File: src/rtl/mt_pkg.sv
package mt_pkg;
    parameter int MT_ENTRIES = 4;
    parameter int MT_WORDS   = 4;
    parameter int MT_REGS    = 16;
    parameter int MT_LINE_W  = 8;
    parameter int MT_DATA_W  = 16;

    function automatic int idx_w(input int n);
        return (n > 1) ? $clog2(n) : 1;
    endfunction
endpackage

File: src/rtl/mt_line_match.sv
module mt_line_match #(
    parameter int ENTRIES = 4,
    parameter int LINE_W  = 8,
    parameter int EI_W    = 2
) (
    input  logic [ENTRIES-1:0]             ent_busy,
    input  logic [ENTRIES-1:0][LINE_W-1:0] ent_line,
    input  logic [LINE_W-1:0]              key,
    output logic                           hit_any,
    output logic [EI_W-1:0]                hit_idx
);
    logic [ENTRIES-1:0] hit_vec;

    for (genvar e = 0; e < ENTRIES; e++) begin : g_cmp
        assign hit_vec[e] = ent_busy[e] && (ent_line[e] == key);
    end

    always_comb begin
        hit_any = |hit_vec;
        hit_idx = '0;
        for (int e = ENTRIES - 1; e >= 0; e--) begin
            if (hit_vec[e]) hit_idx = EI_W'(e);
        end
    end
endmodule

File: src/rtl/mt_free_pick.sv
module mt_free_pick #(
    parameter int ENTRIES = 4,
    parameter int EI_W    = 2
) (
    input  logic [ENTRIES-1:0] ent_busy,
    output logic               free_any,
    output logic [EI_W-1:0]    free_idx
);
    always_comb begin
        free_any = ~&ent_busy;
        free_idx = '0;
        for (int e = ENTRIES - 1; e >= 0; e--) begin
            if (!ent_busy[e]) free_idx = EI_W'(e);
        end
    end
endmodule

File: src/rtl/mt_fill_lanes.sv
module mt_fill_lanes #(
    parameter int ENTRIES = 4,
    parameter int WORDS   = 4,
    parameter int RI_W    = 4,
    parameter int DATA_W  = 16,
    parameter int EI_W    = 2
) (
    input  logic                                     fill_live,
    input  logic [EI_W-1:0]                          fill_tag,
    input  logic [ENTRIES-1:0][WORDS-1:0]            wait_q,
    input  logic [ENTRIES-1:0][WORDS-1:0][RI_W-1:0]  wreg_q,
    input  logic [WORDS*DATA_W-1:0]                  fill_data,
    output logic [WORDS-1:0]                         wb_en,
    output logic [WORDS*RI_W-1:0]                    wb_reg,
    output logic [WORDS*DATA_W-1:0]                  wb_data
);
    for (genvar w = 0; w < WORDS; w++) begin : g_lane
        assign wb_en[w]                    = fill_live && wait_q[fill_tag][w];
        assign wb_reg[w*RI_W +: RI_W]      = wreg_q[fill_tag][w];
        assign wb_data[w*DATA_W +: DATA_W] = fill_data[w*DATA_W +: DATA_W];
    end
endmodule

File: src/rtl/miss_track_table.sv
module miss_track_table
    import mt_pkg::*;
#(
    parameter int ENTRIES = MT_ENTRIES,
    parameter int WORDS   = MT_WORDS,
    parameter int REGS    = MT_REGS,
    parameter int LINE_W  = MT_LINE_W,
    parameter int DATA_W  = MT_DATA_W,
    localparam int WI_W   = idx_w(WORDS),
    localparam int RI_W   = idx_w(REGS),
    localparam int EI_W   = idx_w(ENTRIES)
) (
    input  logic                     clk,
    input  logic                     rst_n,
    input  logic                     miss_valid,
    input  logic [LINE_W-1:0]        miss_line,
    input  logic [WI_W-1:0]          miss_word,
    input  logic [RI_W-1:0]          miss_dest,
    output logic                     miss_stall,
    output logic                     req_valid,
    output logic [LINE_W-1:0]        req_line,
    output logic [EI_W-1:0]          req_tag,
    input  logic                     fill_valid,
    input  logic [EI_W-1:0]          fill_tag,
    input  logic [WORDS*DATA_W-1:0]  fill_data,
    output logic [WORDS-1:0]         wb_en,
    output logic [WORDS*RI_W-1:0]    wb_reg,
    output logic [WORDS*DATA_W-1:0]  wb_data,
    input  logic [RI_W-1:0]          src_a,
    input  logic                     src_a_used,
    input  logic [RI_W-1:0]          src_b,
    input  logic                     src_b_used,
    output logic                     hold_decode,
    output logic [REGS-1:0]          reg_ready
);
    typedef struct packed {
        logic [ENTRIES-1:0]                    busy;
        logic [ENTRIES-1:0][LINE_W-1:0]        line;
        logic [ENTRIES-1:0][WORDS-1:0]         wt;
        logic [ENTRIES-1:0][WORDS-1:0][RI_W-1:0] wreg;
        logic [REGS-1:0]                       ready;
    } state_t;

    state_t q, d;

    logic            hit_any;
    logic [EI_W-1:0] hit_idx;
    logic            free_any;
    logic [EI_W-1:0] free_idx;
    logic            fill_live;
    logic            accept;

    mt_line_match #(.ENTRIES(ENTRIES), .LINE_W(LINE_W), .EI_W(EI_W)) u_match (
        .ent_busy (q.busy),
        .ent_line (q.line),
        .key      (miss_line),
        .hit_any  (hit_any),
        .hit_idx  (hit_idx)
    );

    mt_free_pick #(.ENTRIES(ENTRIES), .EI_W(EI_W)) u_free (
        .ent_busy (q.busy),
        .free_any (free_any),
        .free_idx (free_idx)
    );

    assign fill_live = fill_valid && q.busy[fill_tag];

    mt_fill_lanes #(
        .ENTRIES(ENTRIES), .WORDS(WORDS), .RI_W(RI_W), .DATA_W(DATA_W), .EI_W(EI_W)
    ) u_lanes (
        .fill_live (fill_live),
        .fill_tag  (fill_tag),
        .wait_q    (q.wt),
        .wreg_q    (q.wreg),
        .fill_data (fill_data),
        .wb_en     (wb_en),
        .wb_reg    (wb_reg),
        .wb_data   (wb_data)
    );

    // Admission decision for the incoming miss.
    always_comb begin
        miss_stall = 1'b0;
        if (miss_valid) begin
            if (!q.ready[miss_dest]) begin
                miss_stall = 1'b1;
            end else if (hit_any) begin
                if (fill_live && (fill_tag == hit_idx)) miss_stall = 1'b1;
                else if (q.wt[hit_idx][miss_word])     miss_stall = 1'b1;
            end else if (!free_any) begin
                miss_stall = 1'b1;
            end
        end
    end

    assign accept      = miss_valid && !miss_stall;
    assign req_valid   = accept && !hit_any;
    assign req_line    = miss_line;
    assign req_tag     = free_idx;
    assign reg_ready   = q.ready;
    assign hold_decode = (src_a_used && !q.ready[src_a]) ||
                         (src_b_used && !q.ready[src_b]);

    // Next-state: refill retirement first, then miss admission.
    always_comb begin
        d = q;
        if (fill_live) begin
            for (int w = 0; w < WORDS; w++) begin
                if (q.wt[fill_tag][w]) d.ready[q.wreg[fill_tag][w]] = 1'b1;
            end
            d.busy[fill_tag] = 1'b0;
            d.wt[fill_tag]   = '0;
        end
        if (accept) begin
            d.ready[miss_dest] = 1'b0;
            if (hit_any) begin
                d.wt[hit_idx][miss_word]   = 1'b1;
                d.wreg[hit_idx][miss_word] = miss_dest;
            end else begin
                d.busy[free_idx]            = 1'b1;
                d.line[free_idx]            = miss_line;
                d.wt[free_idx]              = '0;
                d.wt[free_idx][miss_word]   = 1'b1;
                d.wreg[free_idx][miss_word] = miss_dest;
            end
        end
    end

    always_ff @(posedge clk) begin
        if (!rst_n) begin
            q       <= '0;
            q.ready <= '1;
        end else begin
            q <= d;
        end
    end
endmodule

File: config.mk
export PLATFORM = sky130hd
export DESIGN_NAME = miss_track_table
export DESIGN_NICKNAME = d
export VERILOG_FILES = /design/src/rtl/mt_pkg.sv /design/src/rtl/mt_line_match.sv /design/src/rtl/mt_free_pick.sv /design/src/rtl/mt_fill_lanes.sv /design/src/rtl/miss_track_table.sv
export SDC_FILE = /design/constraint.sdc
export NUM_CORES = 1
export LEC_CHECK = 0
export BUFFER_PORTS_ARGS = -buffer_cell sky130_fd_sc_hd__buf_4
export CAP_MARGIN = 20
export CORE_UTILIZATION = 49
export CTS_CLUSTER_SIZE = 20
export DETAILED_ROUTE_END_ITERATION = 6
export PLACE_DENSITY = 0.85
export SLEW_MARGIN = 20
export SYNTH_ARGS = -nofsm -noshare
export SYNTH_HDL_FRONTEND = slang
export SYNTH_SLANG_ARGS = --single-unit
File: constraint.sdc
create_clock -name clk -period 3 [get_ports clk]
set_clock_uncertainty 0.1 [all_clocks]
set_input_delay 0.3 -clock clk [delete_from_list [all_inputs] [get_ports clk]]
set_output_delay 0.3 -clock clk [all_outputs]
set_load 0.1 [all_outputs]
==> flow_summary.rst <==
.. list-table::
   :header-rows: 1

   * - Metric
     - Value
   * - Crit path max-delay cell type
     - a311o_2
   * - Delay of the slowest critical-path stage
     - 350 ps
   * - Synthesis-to-layout area growth
     - 19.65%
   * - Worst relative slew slack
     - 0.4402
   * - Via total after detailed routing
     - between 6k and 7k
   * - Synth top area share
     - 0.3249
   * - R2R Setup Slk
     - -370 ps
   * - Worst hold path class
     - primary input to flop
   * - Worst Tran Pin Value
     - between 800 and 900 ps
   * - Root Buffer
     - clkbuf_16
   * - Total of endpoints with negative setup slack in the final report
     - 100
   * - Ys Warns
     - 0
   * - Max rail drop VDD
     - 0.4296 mV
   * - CTS clk-pin slew, worst paths
     - approximately 60 ps
   * - Synth Area per Inst
     - between 9 and 10 um2
   * - Startpoint of the tightest hold check path
     - miss_dest[1]
   * - Max-cap violations
     - 0
   * - Vias in the first global route
     - about 6.6k
   * - Routed WL per cell
     - approximately 23 um
   * - Worst-path fanout max
     - 5
   * - Die Footprint
     - between 0.015 and 0.02 mm2
   * - Classification of the worst setup path
     - flop to primary output
   * - Path length in cells of the critical path
     - 11
   * - R2r worst-path depth
     - 14
   * - Number of hold-repair buffers added at the cts stage
     - 0
   * - Total number of nets in the final design
     - 990
   * - Category of the worst setup path capture point
     - primary output
   * - Arrival time reported for the critical path endpoint
     - between 3000 and 4000 ps
   * - Share of cells above drive strength 1
     - 0.3179
   * - Min setup slack post-route
     - -426.8 ps
   * - Core region area
     - 0.01606 mm2
   * - Count of unresolved DRC violations after routing
     - 0
   * - PortBufs
     - 78
   * - Worst Path Buf+Inv
     - 2
   * - Finished Cell Area
     - 0.009731 mm2
   * - Most numerous cell in the Yosys netlist
     - dfxtp_1
   * - Max Freq
     - 291.8 MHz
   * - Number of enable flip-flop cells after synthesis
     - 0
   * - Cell-by-cell listing of the critical path
     - xor2_1, nor4_2, buf_4, nand4_1, o21ai_1, o22ai_1, a211o_1, a311o_2, mux2i_4, a21boi_4, buf_12
   * - Maximum buffer depth of the clock tree
     - 2
   * - Final Routed Wirelength
     - about 25,000 um
   * - Number of clock sinks seen by CTS
     - about 130
   * - Most frequent cells after synthesis
     - dfxtp_1 (132), nand2_1 (107), mux2i_1 (97), buf_4 (91), nor2b_1 (42)
   * - Ratio of total power to cell area
     - 483.8 mW/mm2
   * - Fillers
     - 1,229
   * - Crit path required time
     - 2600 ps
   * - Number of register bits inferred by synthesis
     - ~130
   * - Estimated wirelength of the detail-placed design
     - about 18,000 um
   * - Cell count of the worst hold path
     - 2
   * - Y dimension of the die
     - around 130 um
   * - Count of different cell masters after synthesis
     - 49
   * - Minimum hold slack
     - ~81 ps
   * - Gate count after technology mapping
     - around 860
   * - Antenna Violating Nets Remaining
     - 0
   * - IO Count
     - 207
   * - TritonCTS clock tree
     - yes
   * - Number of optimization iterations in the first detailed-route pass
     - 5
   * - Worst-Skew Late Latency
     - around 420 ps
   * - TritonCTS buffer count
     - 17
   * - Minimum clock period
     - roughly 3400 ps
   * - Violations in the final reports
     - setup timing
   * - DP Cell Count
     - about 1.1k
   * - Worst hold path endpoint
     - reg_ready[11]
   * - Total count of max-transition violations in the final report
     - 0
   * - Fin cells
     - about 1.1k
   * - Cell type contributing the most total cell area after synthesis
     - dfxtp_1
   * - Starting density of the core
     - 0.5065
   * - Area of the mapped netlist
     - 0.008133 mm2
   * - Family of cells with the greatest summed delay on the critical path
     - compound AO/OA/AOI/OAI gates
   * - Htree depth
     - 4
   * - Outcome
     - finished, violations left
   * - Drt first-iter violations
     - between 600 and 700
   * - Grt ovf
     - 0
   * - Antenna violations before repair
     - 0
   * - Cell types occupying the most area after synthesis
     - dfxtp_1 (32%), mux2i_1 (12%), mux4_2 (10%)
   * - Final Hold Viols
     - 0
   * - Maximum number of pins on one net before global-route repair
     - 63
   * - Synth Flop Type
     - dfxtp_1
   * - Post-synth ARST share
     - 0
   * - Static Leak
     - about 3.6 nW
   * - ANT cells
     - 0
   * - Combined global-route utilization of all metal layers
     - 0.2928
   * - Net count of the mapped netlist
     - ~950
   * - Chip Width
     - about 130 um
   * - Fraction of the cycle the final worst path needs
     - 1.142
   * - RSZ-0062 raised after global routing
     - yes
   * - Global-route wire length before repair
     - 37,680 um
   * - Startpoint type of the worst setup path
     - flop
   * - Row count
     - 46
   * - Portion of the post-synthesis area used by sequential elements
     - 0.3249
   * - Final total power
     - 4.708 mW
   * - Routed via count divided by cell count
     - 6.188
   * - Gp weighted congestion
     - 0.9609
   * - Cell area after placement
     - about 0.0086 mm2
==> cell usage in the layout (no fill, tap or decap), types with 5 or more instances in the layout <==
cell type / Yosys / layout
xor2_1: 7 / 6
o21ai_0: 19 / 18
nor2b_1: 42 / 42
inv_1: 6 / 5
and3b_1: 16 / 16
clkbuf_16: 0 / 19
a21oi_4: 9 / 12
nand3_1: 22 / 21
o21a_1: 16 / 16
buf_4: 91 / 135
xnor2_2: 6 / 8
mux4_2: 36 / 36
or2_2: 6 / 6
a21oi_1: 24 / 24
nor2_1: 21 / 19
nand2_1: 107 / 107
buf_6: 3 / 15
nand3b_1: 5 / 5
nand2b_1: 19 / 19
buf_12: 0 / 8
nand4_1: 6 / 6
a31oi_1: 17 / 11
o22ai_1: 34 / 33
dfxtp_1: 132 / 130
mux2i_1: 97 / 96
xnor2_1: 21 / 19
nor3_1: 10 / 9
inv_6: 0 / 5
==> report_power, final <==
group / switching [mW] / internal, mW / leakage (nW) / total [mW]
logic: 0.435 / 0.270 / 2.20 / 0.706
registers: 0.0327 / 1.79 / 1.07 / 1.83
clock network: 0.838 / 1.34 / 0.302 / 2.18
==> worst max path at each step <==
stage / end / startpoint
2_1_floorplan: miss_stall / miss_line[2]
3_3_place_gp: flop / miss_line[2]
3_5_place_dp: flop / miss_line[2]
4_1_cts: miss_stall / flop
5_1_grt: miss_stall / flop
6_report: miss_stall / flop
==> what timing repair did <==
action,CTS,global route
cloned,2,1
resized for setup,27,23
buffers inserted,14,6
endpoints found under the setup margin,88,124
pin swaps,30,7
==> per-layer routing <==
metal	share of wire	global-route usage	up-vias
met2	0.48	0.4771	497
li1	-	-	3047
met3	0.10	0.07899	111
met5	0	0	-
met4	0.046	0.1528	0
met1	0.37	0.3540	3306
==> cell type report <==
class	count	area [um2]	share of cell area
Timing Repair Buffer	161	1420	0.1459
Clock inverter	14	173.9	0.01787
Inverter	6	22.52	0.002315
Multi-Input combinational cell	578	4760	0.4891
Tap cell	216	270.3	0.02777
Sequential cell	132	2645	0.2718
Clock buffer	18	439.2	0.04513
==> through the flow <==
stage | utilization | setup TNS [ps] | setup slack, ps
CTS | 0.5944 | -25320 | -446.1
floorplan | - | -1557 | -128.9
detailed placement | 0.5377 | -17550 | -343.9
finish | 0.6060 | -27800 | -426.8
global route | 0.6060 | -36940 | -499.7
global placement | 0.5377 | -16420 | -283.9
==> kinds of logic after synthesis <==
logic type | after synthesis | synth area share
and+or+nand+nor | 271 | 0.1725
buffers and inverters | 149 | 0.1152
AOI/OAI and AO/OA | 139 | 0.1248
muxes | 134 | 0.2205
DFF | 132 | 0.3249
xor gates and xnor gates | 34 | 0.04215
Note: power is estimated with default switching activity, not from simulation.
